<file path="src/rtl/trim_pkg.sv">
package trim_pkg;

  localparam int ADDR_W = 2;

  localparam logic [ADDR_W-1:0] ADDR_NOM  = 2'd0;
  localparam logic [ADDR_W-1:0] ADDR_HIGH = 2'd1;
  localparam logic [ADDR_W-1:0] ADDR_LOW  = 2'd2;
  localparam logic [ADDR_W-1:0] ADDR_DIV  = 2'd3;

  typedef enum logic [1:0] {
    SEL_NOM  = 2'd0,
    SEL_HIGH = 2'd1,
    SEL_LOW  = 2'd2,
    SEL_ALT  = 2'd3
  } marginSel_t;

  // Strobes from the control side into the datapath, one cycle wide.
  typedef struct packed {
    logic load;  // update: latch selected setpoint, apply one step
    logic up;    // step trim code up
    logic down;  // step trim code down
  } trimStrobe_t;

endpackage

</file>
<file path="src/rtl/trim_ctrl.sv">
module trim_ctrl
  import trim_pkg::*;
#(
  parameter int SET_W   = 10,
  parameter int DIV_RST = 3
) (
  input  logic              clk,
  input  logic              rstN,
  input  logic              compAbove,
  input  logic              tickEn,
  input  logic              wrEn,
  input  logic [ADDR_W-1:0] wrAddr,
  input  logic [SET_W-1:0]  wrData,
  output trimStrobe_t       strobe
);

  localparam logic [SET_W-1:0] DIV_RST_C = SET_W'(DIV_RST);
  localparam logic [SET_W-1:0] CNT_ONE   = SET_W'(1);

  logic             compS1;
  logic             compS2;
  logic [SET_W-1:0] divReg;
  logic [SET_W-1:0] tickCnt;
  logic             wrap;

  // two-flop synchronizer for the comparator verdict
  always_ff @(posedge clk or negedge rstN) begin
    if (!rstN) begin
      compS1 <= 1'b0;
      compS2 <= 1'b0;
    end else begin
      compS1 <= compAbove;
      compS2 <= compS1;
    end
  end

  always_ff @(posedge clk or negedge rstN) begin
    if (!rstN) begin
      divReg <= DIV_RST_C;
    end else if (wrEn && (wrAddr == ADDR_DIV)) begin
      divReg <= wrData;
    end
  end

  assign wrap = tickEn && (tickCnt >= divReg);

  always_ff @(posedge clk or negedge rstN) begin
    if (!rstN) begin
      tickCnt <= '0;
    end else if (tickEn) begin
      tickCnt <= wrap ? '0 : (tickCnt + CNT_ONE);
    end
  end

  always_ff @(posedge clk or negedge rstN) begin
    if (!rstN) begin
      strobe <= '0;
    end else begin
      strobe.load <= wrap;
      strobe.up   <= wrap && !compS2;
      strobe.down <= wrap && compS2;
    end
  end

  AST_STB_ONE_DIR: assert property (@(posedge clk) disable iff (!rstN) strobe.load |-> ($countones({strobe.up, strobe.down}) == 1)) else $error("strobe carries no single direction");
  AST_STB_IDLE: assert property (@(posedge clk) disable iff (!rstN) !strobe.load |-> $onehot0({strobe.up, strobe.down}) && !(strobe.up || strobe.down)) else $error("direction without update");
  AST_TICK_GATED: assert property (@(posedge clk) disable iff (!rstN) !$past(tickEn) |-> !strobe.load) else $error("update without tick enable");

endmodule

</file>
<file path="src/rtl/trim_datapath.sv">
module trim_datapath
  import trim_pkg::*;
#(
  parameter int SET_W      = 10,
  parameter int TRIM_W     = 10,
  parameter int CODE_FLOOR = 96,
  parameter int NOM_RST    = 600,
  parameter int HIGH_RST   = 660,
  parameter int LOW_RST    = 540
) (
  input  logic              clk,
  input  logic              rstN,
  input  logic              wrEn,
  input  logic [ADDR_W-1:0] wrAddr,
  input  logic [SET_W-1:0]  wrData,
  input  logic [1:0]        marginSel,
  input  trimStrobe_t       strobe,
  output logic [TRIM_W-1:0] trimCode,
  output logic [SET_W-1:0]  targetCode
);

  localparam int               BANK_N    = 3;
  localparam logic [SET_W-1:0] FLOOR_C   = SET_W'(CODE_FLOOR);
  localparam logic [TRIM_W-1:0] TRIM_MAX = '1;
  localparam logic [TRIM_W-1:0] TRIM_MID = TRIM_W'(1) << (TRIM_W - 1);
  localparam logic [TRIM_W-1:0] TRIM_ONE = TRIM_W'(1);
  localparam logic [TRIM_W:0]   STEP_X   = (TRIM_W + 1)'(1);

  logic [SET_W-1:0] clampedData;
  logic [SET_W-1:0] bankQ [BANK_N];
  logic [SET_W-1:0] selSet;

  assign clampedData = (wrData < FLOOR_C) ? FLOOR_C : wrData;

  for (genvar g = 0; g < BANK_N; g++) begin : gBank
    localparam logic [ADDR_W-1:0] MY_ADDR = ADDR_W'(g);
    localparam logic [SET_W-1:0]  RST_V   = (g == 0) ? SET_W'(NOM_RST) :
                                            (g == 1) ? SET_W'(HIGH_RST) : SET_W'(LOW_RST);
    logic [SET_W-1:0] regQ;
    always_ff @(posedge clk or negedge rstN) begin
      if (!rstN) begin
        regQ <= RST_V;
      end else if (wrEn && (wrAddr == MY_ADDR)) begin
        regQ <= clampedData;
      end
    end
    assign bankQ[g] = regQ;
  end

  always_comb begin
    case (marginSel_t'(marginSel))
      SEL_HIGH: selSet = bankQ[1];
      SEL_LOW:  selSet = bankQ[2];
      default:  selSet = bankQ[0];
    endcase
  end

  // active target switches only on an update strobe
  always_ff @(posedge clk or negedge rstN) begin
    if (!rstN) begin
      targetCode <= SET_W'(NOM_RST);
    end else if (strobe.load) begin
      targetCode <= selSet;
    end
  end

  // fixed single-code step, saturating at both rails
  always_ff @(posedge clk or negedge rstN) begin
    if (!rstN) begin
      trimCode <= TRIM_MID;
    end else if (strobe.up && (trimCode != TRIM_MAX)) begin
      trimCode <= trimCode + TRIM_ONE;
    end else if (strobe.down && (trimCode != '0)) begin
      trimCode <= trimCode - TRIM_ONE;
    end
  end

  AST_UNIT_STEP: assert property (@(posedge clk) disable iff (!rstN) (trimCode != $past(trimCode)) |-> (({1'b0, trimCode} == ({1'b0, $past(trimCode)} + STEP_X)) || (({1'b0, trimCode} + STEP_X) == {1'b0, $past(trimCode)}))) else $error("trim moved by more than one code");
  AST_NO_WRAP_TOP: assert property (@(posedge clk) disable iff (!rstN) (($past(trimCode) == TRIM_MAX) && $past(strobe.up)) |-> (trimCode == TRIM_MAX)) else $error("trim wrapped at top");
  AST_NO_WRAP_BOT: assert property (@(posedge clk) disable iff (!rstN) (($past(trimCode) == '0) && $past(strobe.down)) |-> (trimCode == '0)) else $error("trim wrapped at bottom");
  AST_TRIM_HOLD: assert property (@(posedge clk) disable iff (!rstN) !$past(strobe.load) |-> $stable(trimCode)) else $error("trim moved between updates");
  AST_TARGET_HOLD: assert property (@(posedge clk) disable iff (!rstN) !$past(strobe.load) |-> $stable(targetCode)) else $error("target moved between updates");
  AST_FLOOR: assert property (@(posedge clk) disable iff (!rstN) targetCode >= FLOOR_C) else $error("target below floor");

endmodule

</file>
<file path="src/rtl/trim_loop.sv">
module trim_loop
  import trim_pkg::*;
#(
  parameter int SET_W      = 10,
  parameter int TRIM_W     = 10,
  parameter int CODE_FLOOR = 96,
  parameter int NOM_RST    = 600,
  parameter int HIGH_RST   = 660,
  parameter int LOW_RST    = 540,
  parameter int DIV_RST    = 3
) (
  input  logic              clk,
  input  logic              rstN,
  input  logic              compAbove,
  input  logic              tickEn,
  input  logic              wrEn,
  input  logic [1:0]        wrAddr,
  input  logic [SET_W-1:0]  wrData,
  input  logic [1:0]        marginSel,
  output logic [TRIM_W-1:0] trimCode,
  output logic [SET_W-1:0]  targetCode
);

  trimStrobe_t strobe;

  trim_ctrl #(
    .SET_W   (SET_W),
    .DIV_RST (DIV_RST)
  ) u_ctrl (
    .clk       (clk),
    .rstN      (rstN),
    .compAbove (compAbove),
    .tickEn    (tickEn),
    .wrEn      (wrEn),
    .wrAddr    (wrAddr),
    .wrData    (wrData),
    .strobe    (strobe)
  );

  trim_datapath #(
    .SET_W      (SET_W),
    .TRIM_W     (TRIM_W),
    .CODE_FLOOR (CODE_FLOOR),
    .NOM_RST    (NOM_RST),
    .HIGH_RST   (HIGH_RST),
    .LOW_RST    (LOW_RST)
  ) u_dp (
    .clk        (clk),
    .rstN       (rstN),
    .wrEn       (wrEn),
    .wrAddr     (wrAddr),
    .wrData     (wrData),
    .marginSel  (marginSel),
    .strobe     (strobe),
    .trimCode   (trimCode),
    .targetCode (targetCode)
  );

endmodule

</file>
<file path="config.mk">
export PLATFORM = sky130hd
export DESIGN_NAME = trim_loop
export DESIGN_NICKNAME = d
export VERILOG_FILES = /design/src/rtl/trim_pkg.sv /design/src/rtl/trim_ctrl.sv /design/src/rtl/trim_datapath.sv /design/src/rtl/trim_loop.sv
export SDC_FILE = /design/constraint.sdc
export NUM_CORES = 1
export LEC_CHECK = 0
export CAP_MARGIN = 30
export CORE_ASPECT_RATIO = 0.5
export CORE_UTILIZATION = 35
export DETAILED_ROUTE_END_ITERATION = 7
export GPL_TIMING_DRIVEN = 1
export RECOVER_POWER = 25
export SYNTH_ARGS = -nofsm -noshare
export SYNTH_HDL_FRONTEND = slang
export SYNTH_SLANG_ARGS = --single-unit
</file>
<file path="constraint.sdc">
create_clock -name clk -period 3.78 [get_ports clk]
set_input_delay 0.756 -clock clk [delete_from_list [all_inputs] [get_ports clk]]
set_output_delay 0.756 -clock clk [all_outputs]
set_load 0.01 [all_outputs]
</file>
Word-level counts from Yosys, hierarchy flattened
Index checks and enable logic that the tools add are counted.

word-level totals
  word-level logic and storage cells = 41
  bits of input ports = 19
  register bits = 75
  output and inout port bits = 20

cells by class
  eq/ne operators = 6
  order comparisons = 2
  muxes and demuxes = 5
  reductions and logical operators = 13
  $add $sub $neg = 3

operators with widths
  cell                   number
  $mux 10                4
  $add 10x1->10 const B  2
  $pmux 10 s2            1
  $ge 10x10->1           1
  $lt 10x7->1 const B    1
  $ne 10x10->1 const B   1
  $reduce_bool 10->1     1
  $sub 10x1->10 const B  1
  $logic_and 1x1->1      9
  $eq 2x2->1 const B     3
  $eq 2x1->1 const B     2
  $logic_not 2->1        1
  $reduce_bool 2->1      1
  $logic_not 1->1        1

Longest topological paths before layout
Gate-level depths: netlist (run 1).

  word-level depth = 4
  mapped depth = 10
  depth with buffers taken out = 10

By module
A second synthesis (run 1) with hierarchy kept.

second synthesis, totals
  cell total of the unflattened synthesis = 366
  area, all modules = 3883.7 sq um

by module, submodules not included
  module         area each (sq um)  times used  cells each  seq. area each (sq um)
  trim_datapath  2523.7             1           246         1272.5
  trim_ctrl      1360.1             1           120         628.1

Worst setup path before layout (run 1)
Ideal clock, no wire load.

  kind = flip-flop to flip-flop
  start = register u_dp.trimCode[9]
  end = register u_dp.trimCode[8]
  period minus slack after synthesis = 2.793 ns
  library setup time = 0.120 ns
  slack = 0.987 ns
  arrival time = 2.673 ns
  required time = 3.660 ns
  stages on the path, launching flop included = 10
  path buffers = 0
  cells stage by stage = dfstp_2 -> nand4_1 -> o31ai_4 -> ha_1 -> nor2b_1 -> o31a_1 -> o211ai_1 -> a21boi_0 -> or3_1 -> a31o_2

on the way
  longest elaborated chain between the ends = 3
  elaborated cells on any way between the ends = 6
  classes of those cells = 1 x eq/ne; 1 x mux; 4 x reduce/logical

ends and longest elaborated chain
  item                                                       RTL line                                  RTL
  from (decl)                                                trim_datapath.sv:18                       output logic [TRIM_W-1:0] trimCode,
  from (signal assigned)                                     trim_datapath.sv:72                       trimCode <= trimCode + TRIM_ONE;
  from (signal assigned)                                     trim_datapath.sv:74                       trimCode <= trimCode - TRIM_ONE;
  $ne 10x10->1 / $reduce_bool 10->1 (equally long branches)  trim_datapath.sv:71, trim_datapath.sv:73
  $logic_and 1x1->1, on equally long branches                trim_datapath.sv:71, trim_datapath.sv:73
  $mux 10 / $reduce_bool 2->1 (equally long branches)        n/a

Several ways; a longest one is shown, not always the timed one.
A chain may end at the register's enable or synchronous reset.

Final worst setup path (run 1)
Same ends and word-level chain as after synthesis.

==> metrics.cfg, run 1 <==
[detailed_routing]
finalWirelength_um=7550
wire_per_inst_um=14.0
drc=0
postRouteAntennaNets=0
drt_iter0_drc=99
first_pass_iters=4
viasPerCell=4.81
vias=2601

[cts]
postCtsSetupRepairBufs=0
clk_pin_slew_ns=0.06
cts_hold_buf=0
cts_tree=yes
cts_root_buffer=clkbuf_16
cts_buffers=9
clock-sinks=75
htree_levels=3
postCtsResizedCells=0
cts_buffer_depth=2
clock_latency_ns=0.33

[finish]
diodes=0
drive_gt1_share_pct=18.7
fillerInstances=993
syn2layout_area_growth_pct=21.2
nets=437
final_cells=541

[placement]
dpl.cell_count=524
gp_congestion=0.819
io_buffers=38
place.detailed.hpwl_um=5390

[critical_path]
r2r-start=u_dp.trimCode[9]
crit_end=u_dp.trimCode[8]
cp-startpoint=u_dp.trimCode[9]
r2r_slack_ns=0.78
crit_path_start_kind=register
rr_worst_depth=9
worstPathMaxFanout=12
worst_r2r_endpoint=u_dp.trimCode[8]
required_ns=4.00
critPathKind=register to register
cp-end-kind=register
worstPathArrival_ns=3.22

[power_and_ir_drop]
p_comb_share_pct=33.3
power.internal_w=0.00212
switching_share_pct=32.0
switchingPower_w=0.000999
power_frac_seq_pct=38.4
ir_worst_vdd_v=0.000202
power_leakage_nw=1.99
power_density_nw_per_um2=683
power.share.clock_pct=28.3

[yosys]
synth_adder_area_share_pct=7.50
synth-edff-count=0
async_reset_ff_share_pct=100
syn-num-nets=400
synth-compound-area-share_pct=13.8
ys_seq_area_share_pct=50.4
synth-xor-area-share_pct=2.99
avgSynthCellArea_um2=10.5
yosys.area_share.simple_pct=11.9
synth_flop_cell=dfrtp_1
synthCells=359
ys_ff_latch=75
netlist_area_um2=3770
yosys_warnings=0
muxShareOfSynthArea_pct=9.98
ys_types=47
synth_top_family_by_area=compound AO/OA/AOI/OAI gates

[floorplan]
core_um2=10300
io_pins=39
start_util_pct=36.5
die_y_um=75.4
rows=26
chipWidth_um=149
dieArea_um2=11200

[grt]
antenna_found_initial=0
global_route.usage.total_pct=15.3
grt_pass1_wl_um=13000
grt_overflow_total=0
grt_pass1_vias=2493
grt_max_degree=76

[timing]
max_freq_mhz=334
maxSlewHeadroom_pct=-20.4
finalSetupViolCount=0
min_period_ns=3.00
finClkSkew_ns=0.00744
tns_ns=0
grt_setup_unrepaired=false
hold_viol_final=0
worst_pin_slew_ns=1.81
min_period_over_period_pct=79.2
slew_violations=75

[flow_run]
drv_cap=1

[run_status]
outcome=complete, but fails checks
violations=capacitance limit, slew limit

[hold_path]
hold_path.class=primary input to asynchronous set/reset pin

[worst max-delay path: stages, from the launching register on]
cell      delay [ns]
dfstp_2         0.57
nand4_1         0.15
o31ai_4         0.53
ha_1            0.38
nor2b_1         0.16
o31a_1          0.26
o211ai_1        0.17
a21boi_0        0.12
or3_1           0.31
a31o_2          0.24
[registers in the layout, summed over array words and instances (netlist names)]
signal	count
u_ctrl.compS1	1
u_dp.targetCode	10
u_ctrl.tickCnt	10
u_ctrl.strobe	3
u_dp.gBank.regQ	30
u_dp.trimCode	10
u_ctrl.compS2	1
u_ctrl.divReg	10
[kinds of logic (layout without fill, tap and decap cells)]
logic type | after synthesis | after routing
and+or+nand+nor | 101 | 101
adders and majority gates | 22 | 22
muxes | 33 | 33
DFF | 75 | 75
AOI/OAI and AO/OA | 85 | 85
xor gates and xnor gates | 12 | 12
buffers and inverters | 31 | 73
[layout make-up]
cell class,instances,area (um2),area share (%)
sequential,75,1900,41.6
multi-input combinational,253,1740,38.1
timing repair buffer,39,379,8.29
clock buffer,10,239,5.23
tap,140,175,3.83
clock inverter,6,71.3,1.56
inverter,18,67.6,1.48
[synthesized netlist by cell type (all sizes together), types with 3 or more instances]
master	n	area, um2
dfrtp	56	1400
nand2	44	165
ha	21	263
nor4	3	18.8
a22oi	10	75.1
nand3	7	35.0
o21ai	41	205
nand4	3	18.8
nor3	5	25.0
a21oi	17	88.8
inv	18	67.6
nor2	26	97.6
clkbuf	11	41.3
dfstp	19	499
mux2	31	357
xnor2	6	60.1
xor2	6	52.6
and3	3	20.0
[power groups by stage]
stage,logic [W],registers [W],clock network [W]
floorplan,0.000640,0.00122,0
global placement,0.00104,0.00120,0
detailed placement,0.00105,0.00121,0
CTS,0.00105,0.00120,0.000902
global route,0.00118,0.00124,0.000945
finish,0.00104,0.00120,0.000884
[how the worst min path moves through the flow]
stage / startpoint / endpoint / slack (ns) / depth (start not counted)
2_1_floorplan: u_ctrl.compS1 / u_ctrl.compS2 / 0.33 / 0
3_3_place_gp: u_ctrl.compS1 / u_ctrl.compS2 / 0.34 / 0
3_5_place_dp: u_ctrl.compS1 / u_ctrl.compS2 / 0.34 / 0
4_1_cts: u_ctrl.compS1 / u_ctrl.compS2 / 0.35 / 0
5_1_grt: rstN / u_ctrl.divReg[8] / 0.19 / 1
6_report: rstN / u_ctrl.divReg[8] / 0.19 / 1
[stage by stage]
step                power [W]  cell area, um2  util (%)  setup slack (ns)  hold WS (ns)
finish                0.00312            4570      44.2             0.785         0.190
global route          0.00336            4570      44.2             0.641         0.186
CTS                   0.00315            4570      44.2             0.762         0.349
detailed placement    0.00226            4260      41.2             0.784         0.345
global placement      0.00225            4260      41.2             0.835         0.341
floorplan             0.00186            3770         -             0.987         0.331
[layout by cell type, fill, tap and decap left out, types with 3 or more instances in the layout]
master / n
a21oi_1: 16
a22oi_1: 10
clkbuf_16: 9
clkdlybuf4s50_1: 37
dfrtp_1: 56
dfstp_2: 19
ha_1: 21
inv_1: 17
mux2_2: 29
nand2_1: 44
nand3_1: 7
nand4_1: 3
nor2_1: 26
nor3_1: 5
nor4_1: 3
o21ai_0: 41
xnor2_1: 5
xor2_1: 6
[metal layers]
layer  track usage, %  vias to the layer above  routed length, um
met3             4.43                        6                208
met5                0                        -                  0
met1             22.7                     1234               4210
met4             3.74                        0                 72
met2             22.0                       29               3060
li1                 -                     1332                  -
No activity file was read; power rests on OpenSTA's default activity.
==> run 2: changes to the inputs <==
Clock period 3.78 ns to 2.8 ns, I/O delays scaled along.
==> run 2 against run 1 <==
  * The flow still finishes with violations (capacitance limit, slew limit)
  * Highest routed layer unchanged
  * Critical path depth rose by 1
  * Cell area rose by 3.5%
  * Total power rose by 42%
  * Via count rose by 4.7%
  * Utilization rose by 1.5 points
  * Critical endpoint unchanged
  * Register-to-register slack got worse by 0.74 ns
==> metrics.cfg, run 2 (synthesized netlist as in run 1, its figures left out) <==
[finish]
drive_gt1_share_pct=22.6  ; +3.9 points
fillerInstances=989  ; -0.40%
syn2layout_area_growth_pct=25.4
mostFrequentLayoutCell=dfrtp_1
regMostFlops=u_dp.gBank.regQ
nets=452  ; +3.4%
final_cell_mix=dfrtp_1 (56), nand2_1 (44), o21ai_0 (41)
final_cells=556  ; +2.8%
diodes=0  ; unchanged
multi_input_area_um2=1770  ; +1.5%
seq_area_um2=1900  ; unchanged
largest_reg_flops=30  ; unchanged

[detailed_routing]
wire_per_inst_um=14.1  ; +0.81%
vias=2722  ; +4.7%
finalWirelength_um=7820  ; +3.6%
first_pass_iters=4  ; unchanged
postRouteAntennaNets=0  ; unchanged
drc=0  ; unchanged
viasPerCell=4.90  ; +1.8%
drt_iter0_drc=100  ; +1.0%

[timing]
max_freq_mhz=363  ; +8.7%
min_period_ns=2.76  ; -0.240 ns
worst_pin_slew_ns=1.77  ; -0.0311 ns
finalSetupViolCount=0  ; unchanged
min_period_over_period_pct=98.4  ; +19 points
slew_violations=74  ; -1.3%
tns_ns=0  ; unchanged
finClkSkew_ns=0.00668  ; -0.000758 ns
hold_viol_final=0  ; unchanged
grt_setup_unrepaired=true
maxSlewHeadroom_pct=-18.3  ; +2.1 points
worst_hold_slack_ns=0.219  ; +0.0288 ns

[power_and_ir_drop]
p_comb_share_pct=36.0  ; +2.7 points
switching_share_pct=31.3  ; -0.69 points
switchingPower_w=0.00139  ; +39%
power.share.clock_pct=28.5  ; +0.2 points
power_leakage_nw=2.08  ; +4.5%
power_frac_seq_pct=35.5  ; -2.9 points
power_density_nw_per_um2=939  ; +38%
ir_worst_vdd_v=0.000289  ; +43%
power.internal_w=0.00305  ; +44%
power_w=0.00444  ; +42%

[placement]
io_buffers=38  ; unchanged
dpl.cell_count=534  ; +1.9%
gp_congestion=0.781  ; -4.7%
place.detailed.hpwl_um=5550  ; +3.1%

[cts]
cts_buffers=9  ; unchanged
cts_hold_buf=0  ; unchanged
clk_pin_slew_ns=0.06  ; about the same
htree_levels=3  ; unchanged
cts_tree=yes
clock-sinks=75  ; unchanged
cts_buffer_depth=2  ; unchanged
cts_root_buffer=clkbuf_16
clock_latency_ns=0.33  ; about the same

[grt]
global_route.usage.total_pct=15.4  ; +0.058 points
grt_pass1_vias=2502  ; +0.36%
grt_overflow_total=0  ; unchanged
grt_max_degree=76  ; unchanged
grt_pass1_wl_um=13000  ; -0.68%
antenna_found_initial=0  ; unchanged

[critical_path]
worstPathMaxFanout=4  ; -8
required_ns=3.03  ; -0.97 ns
critPathKind=register to register
worstPathArrival_ns=2.98  ; -0.24 ns
crit_path_start_kind=register
cp-end-kind=register
r2r-start=u_dp.trimCode[9]
cp-startpoint=u_dp.trimCode[9]

[floorplan]
io_pins=39  ; unchanged
rows=26  ; unchanged
dieArea_um2=11200  ; unchanged
chipWidth_um=149  ; unchanged
start_util_pct=36.5  ; unchanged
core_um2=10300  ; unchanged
die_y_um=75.4  ; unchanged

[run_status]
violations=capacitance limit, slew limit
outcome=complete, but fails checks

[hold_path]
hold_path.class=primary input to asynchronous set/reset pin

[flow_run]
drv_cap=1  ; unchanged

-- run 2: changes by cell type in the layout (fill, tap and decap cells not counted), sizes merged --
cell,previous run,this run
buf,0,15
bufinv,1,2
clkinv,1,2
clkinvlp,2,0
-- run 2: critical path, stage by stage (launching register included) --
cell and delay [ns]:
dfstp_2 0.56, nand4_1 0.15, o31ai_4 0.36, buf_4 0.18, ha_1 0.25, o21a_1 0.18, o31a_1 0.12, o211ai_1 0.18
a21boi_1 0.10, or3_1 0.31, a31o_2 0.25
-- run 2: timing repair --
action	CTS	global route
pin swaps	1	6
endpoints found under the setup margin	1	1
gates resized for setup	0	7
setup buffers	0	5
-- run 2: layout make-up --
type	instances	share of cell area [%]
Tap cell	140	3.70
Multi-Input combinational cell	253	37.3
Timing Repair Buffer	54	10.5
Inverter	18	1.43
Clock buffer	10	4.84
Sequential cell	75	40.2
Clock inverter	6	2.06
-- run 2: path summary, 6_finish.rpt --
path | to | slack, ns | cells past startpoint
max in group asynchronous | u_dp.trimCode[0] | 0.85 | 2
worst min register to register | u_ctrl.compS2 | 0.35 | 0
min in group clk | u_ctrl.compS2 | 0.35 | 0
worst max register to register | u_dp.trimCode[8] | 0.04 | 10
worst min-delay path | u_ctrl.divReg[0] | 0.22 | 1
worst max-delay path | u_dp.trimCode[8] | 0.04 | 10
-- run 2: metal layers --
metal / wire length (um) / share of wire (%) / vias to the layer above / track usage (%)
met5: 0 / 0 / - / 0
met4: 68 / 0.87 / 0 / 3.17
met3: 244 / 3.1 / 6 / 4.73
met2: 3320 / 42 / 39 / 22.4
met1: 4190 / 54 / 1308 / 22.5
li1: - / - / 1369 / -
-- run 2: stage by stage --
step | setup WS [ns] | utilization, % | instance area, um2
2_1_floorplan | 0.00720 | - | 3770
6_report | 0.0442 | 45.7 | 4730
5_1_grt | -0.0613 | 45.7 | 4730
4_1_cts | 0.00666 | 45.1 | 4660
3_5_place_dp | -0.00620 | 41.9 | 4340
3_3_place_gp | 0.0748 | 41.9 | 4340
-- run 2: power by group through the flow --
stage | logic [W] | clock network, W | registers, W
2_1_floorplan | 0.000864 | 0 | 0.00165
3_3_place_gp | 0.00151 | 0 | 0.00159
3_5_place_dp | 0.00152 | 0 | 0.00160
4_1_cts | 0.00153 | 0.00130 | 0.00158
5_1_grt | 0.00178 | 0.00136 | 0.00162
6_report | 0.00160 | 0.00127 | 0.00158
==> run 3: changes to the inputs <==
Settings changed: DONT_BUFFER_PORTS from default to 1, SLEW_MARGIN from default to 20.
==> run 3 against run 2 <==
  * The flow now finishes without violations
  * Sequential cell count did not move
  * Total power fell by 9.6%
  * First-iteration DRC count up 3.0%
  * Clock power decreased by 13%
  * Critical endpoint is now u_dp.trimCode[7]
  * Highest routed layer unchanged
==> metrics.cfg, run 3 (synthesized netlist as in run 1, its figures left out) <==
[grt]
grt_overflow_total=0  ; unchanged
grt_pass1_wl_um=13200  ; +2.2%
grt_max_degree=57  ; -25%
grt_pass1_vias=2551  ; +2.0%
global_route.usage.total_pct=15.7  ; +0.29 points
antenna_found_initial=0  ; unchanged

[cts]
cts_buffers=9  ; unchanged
clock_latency_ns=0.33  ; about the same
cts_root_buffer=clkbuf_16
clock-sinks=75  ; unchanged
cts_buffer_depth=2  ; unchanged
htree_levels=3  ; unchanged
cts_tree=yes
clk_pin_slew_ns=0.06  ; about the same

[detailed_routing]
drt_iter0_drc=103  ; +3.0%
first_pass_iters=4  ; unchanged
wire_per_inst_um=15.6  ; +11%
viasPerCell=4.96  ; +1.3%
drc=0  ; unchanged
postRouteAntennaNets=0  ; unchanged
finalWirelength_um=8070  ; +3.2%
vias=2570  ; -5.6%

[finish]
mostFrequentLayoutCell=dfrtp_1
drive_gt1_share_pct=24.1  ; +1.5 points
final_util_pct=41.8  ; -4.0 points
diodes=0  ; unchanged
final_cells=518  ; -6.8%
syn2layout_area_growth_pct=14.5
largest_reg_flops=30  ; unchanged
final_cell_mix=dfrtp_1 (56), nand2_1 (44), o21ai_0 (41)
regMostFlops=u_dp.gBank.regQ
nets=414  ; -8.4%

[power_and_ir_drop]
power_leakage_nw=1.92  ; -7.5%
switching_share_pct=33.6  ; +2.3 points
power.internal_w=0.00267  ; -13%
p_comb_share_pct=32.7  ; -3.3 points
power.share.clock_pct=27.6  ; -0.9 points
power_density_nw_per_um2=930  ; -0.93%
ir_worst_vdd_v=0.000339  ; +17%
switchingPower_w=0.00135  ; -2.8%
power_w=0.00402  ; -9.6%
power_frac_seq_pct=39.8  ; +4.3 points

[placement]
place.detailed.hpwl_um=5520  ; -0.55%
gp_congestion=0.832  ; +6.5%
io_buffers=0  ; -100%
dpl.cell_count=498  ; -6.7%

[critical_path]
worst_r2r_endpoint=u_dp.trimCode[7]
max_stage_delay_ns=0.53  ; -0.03 ns
required_ns=3.01  ; -0.02 ns
crit_path_start_kind=register
critPathKind=register to register
worstPathMaxFanout=3  ; -1
rr_worst_depth=11  ; +1
worstPathArrival_ns=2.90  ; -0.08 ns
r2r_slack_ns=0.11  ; +0.07 ns
slowest_stage=dfstp_2
crit_chain=nand4_1, o31ai_4, buf_6, buf_4, ha_1, a211oi_1, o21bai_1, a31o_2, a21oi_1, xnor2_1, mux2_4
cp-end-kind=register
r2r-start=u_dp.trimCode[9]

[timing]
maxSlewHeadroom_pct=4.68  ; +23 points
finClkSkew_ns=0.00848  ; +0.00180 ns
worst_hold_slack_ns=0.0763  ; -0.143 ns
worst_pin_slew_ns=1.43  ; -0.345 ns
hold_viol_final=0  ; unchanged
grt_setup_unrepaired=false
finalSetupViolCount=0  ; unchanged
slew_violations=0  ; -100%
tns_ns=0  ; unchanged
min_period_ns=2.69  ; -0.0690 ns
max_freq_mhz=372  ; +2.6%
min_period_over_period_pct=96.0  ; -2.5 points

[floorplan]
chipWidth_um=149  ; unchanged
rows=26  ; unchanged
core_um2=10300  ; unchanged
die_y_um=75.4  ; unchanged
dieArea_um2=11200  ; unchanged
io_pins=39  ; unchanged
start_util_pct=36.5  ; unchanged

[flow_run]
drv_cap=0  ; -1

[hold_path]
hold_path.class=primary input to asynchronous set/reset pin

[run_status]
outcome=complete, no violations

-- run 3: per-layer routing --
layer / GRT usage, % / part of all wire, % / vias up
met2: 24.9 / 44 / 49
li1: - / - / 1295
met4: 4.76 / 0.97 / 0
met3: 5.45 / 5.1 / 8
met1: 20.6 / 50 / 1218
met5: 0 / 0 / -
-- run 3: critical path: cells and delay by family, from the launching register on --
| family | cells | cell delay [ns] |
|---|---|---|
| flip-flops | 1 | 0.53 |
| AO/OA/AOI/OAI | 5 | 1.10 |
| adder cells (fa/ha/maj) | 1 | 0.22 |
| AND/OR/NAND/NOR | 1 | 0.12 |
| buffers and inverters | 2 | 0.25 |
| multiplexers | 1 | 0.25 |
| XOR/XNOR | 1 | 0.08 |
-- run 3: worst max path at each step --
stage	startpoint	to	cells after the start
2_1_floorplan	u_dp.trimCode[9]	u_dp.trimCode[8]	9
3_3_place_gp	u_dp.trimCode[9]	u_dp.trimCode[8]	11
3_5_place_dp	u_dp.trimCode[9]	u_dp.trimCode[8]	11
4_1_cts	u_dp.trimCode[9]	u_dp.trimCode[8]	11
5_1_grt	u_dp.trimCode[9]	u_dp.trimCode[8]	10
6_report	u_dp.trimCode[9]	u_dp.trimCode[7]	11
-- run 3: power by group through the flow --
stage,Sequential (W),Clock [W],Combinational (W)
floorplan,0.00165,0,0.000864
finish,0.00160,0.00111,0.00131
CTS,0.00160,0.00114,0.00128
global route,0.00164,0.00118,0.00148
detailed placement,0.00162,0,0.00125
global placement,0.00161,0,0.00123
-- run 3: metrics by stage --
stage	instance area, um2	setup WS (ns)
6_report	4320	0.113
5_1_grt	4320	0.00860
4_1_cts	4290	0.0326
3_5_place_dp	3970	0.0572
3_3_place_gp	3970	0.128
2_1_floorplan	3770	0.00720
-- run 3: timing repair --
action / in CTS / in global routing
gates resized for setup: 0 / 5
hold endpoints to repair: 56 / 0
setup buffers: 0 / 3
endpoints found under the setup margin: 0 / 1
hold buffers: 1 / 0
-- run 3: layout make-up --
cell class | count | area [um2]
Fill cell | 1026 | 6020
Clock inverter | 5 | 43.8
Inverter | 18 | 67.6
Multi-Input combinational cell | 253 | 1770
Timing Repair Buffer | 16 | 125
Sequential cell | 75 | 1900
Tap cell | 140 | 175
Clock buffer | 11 | 243
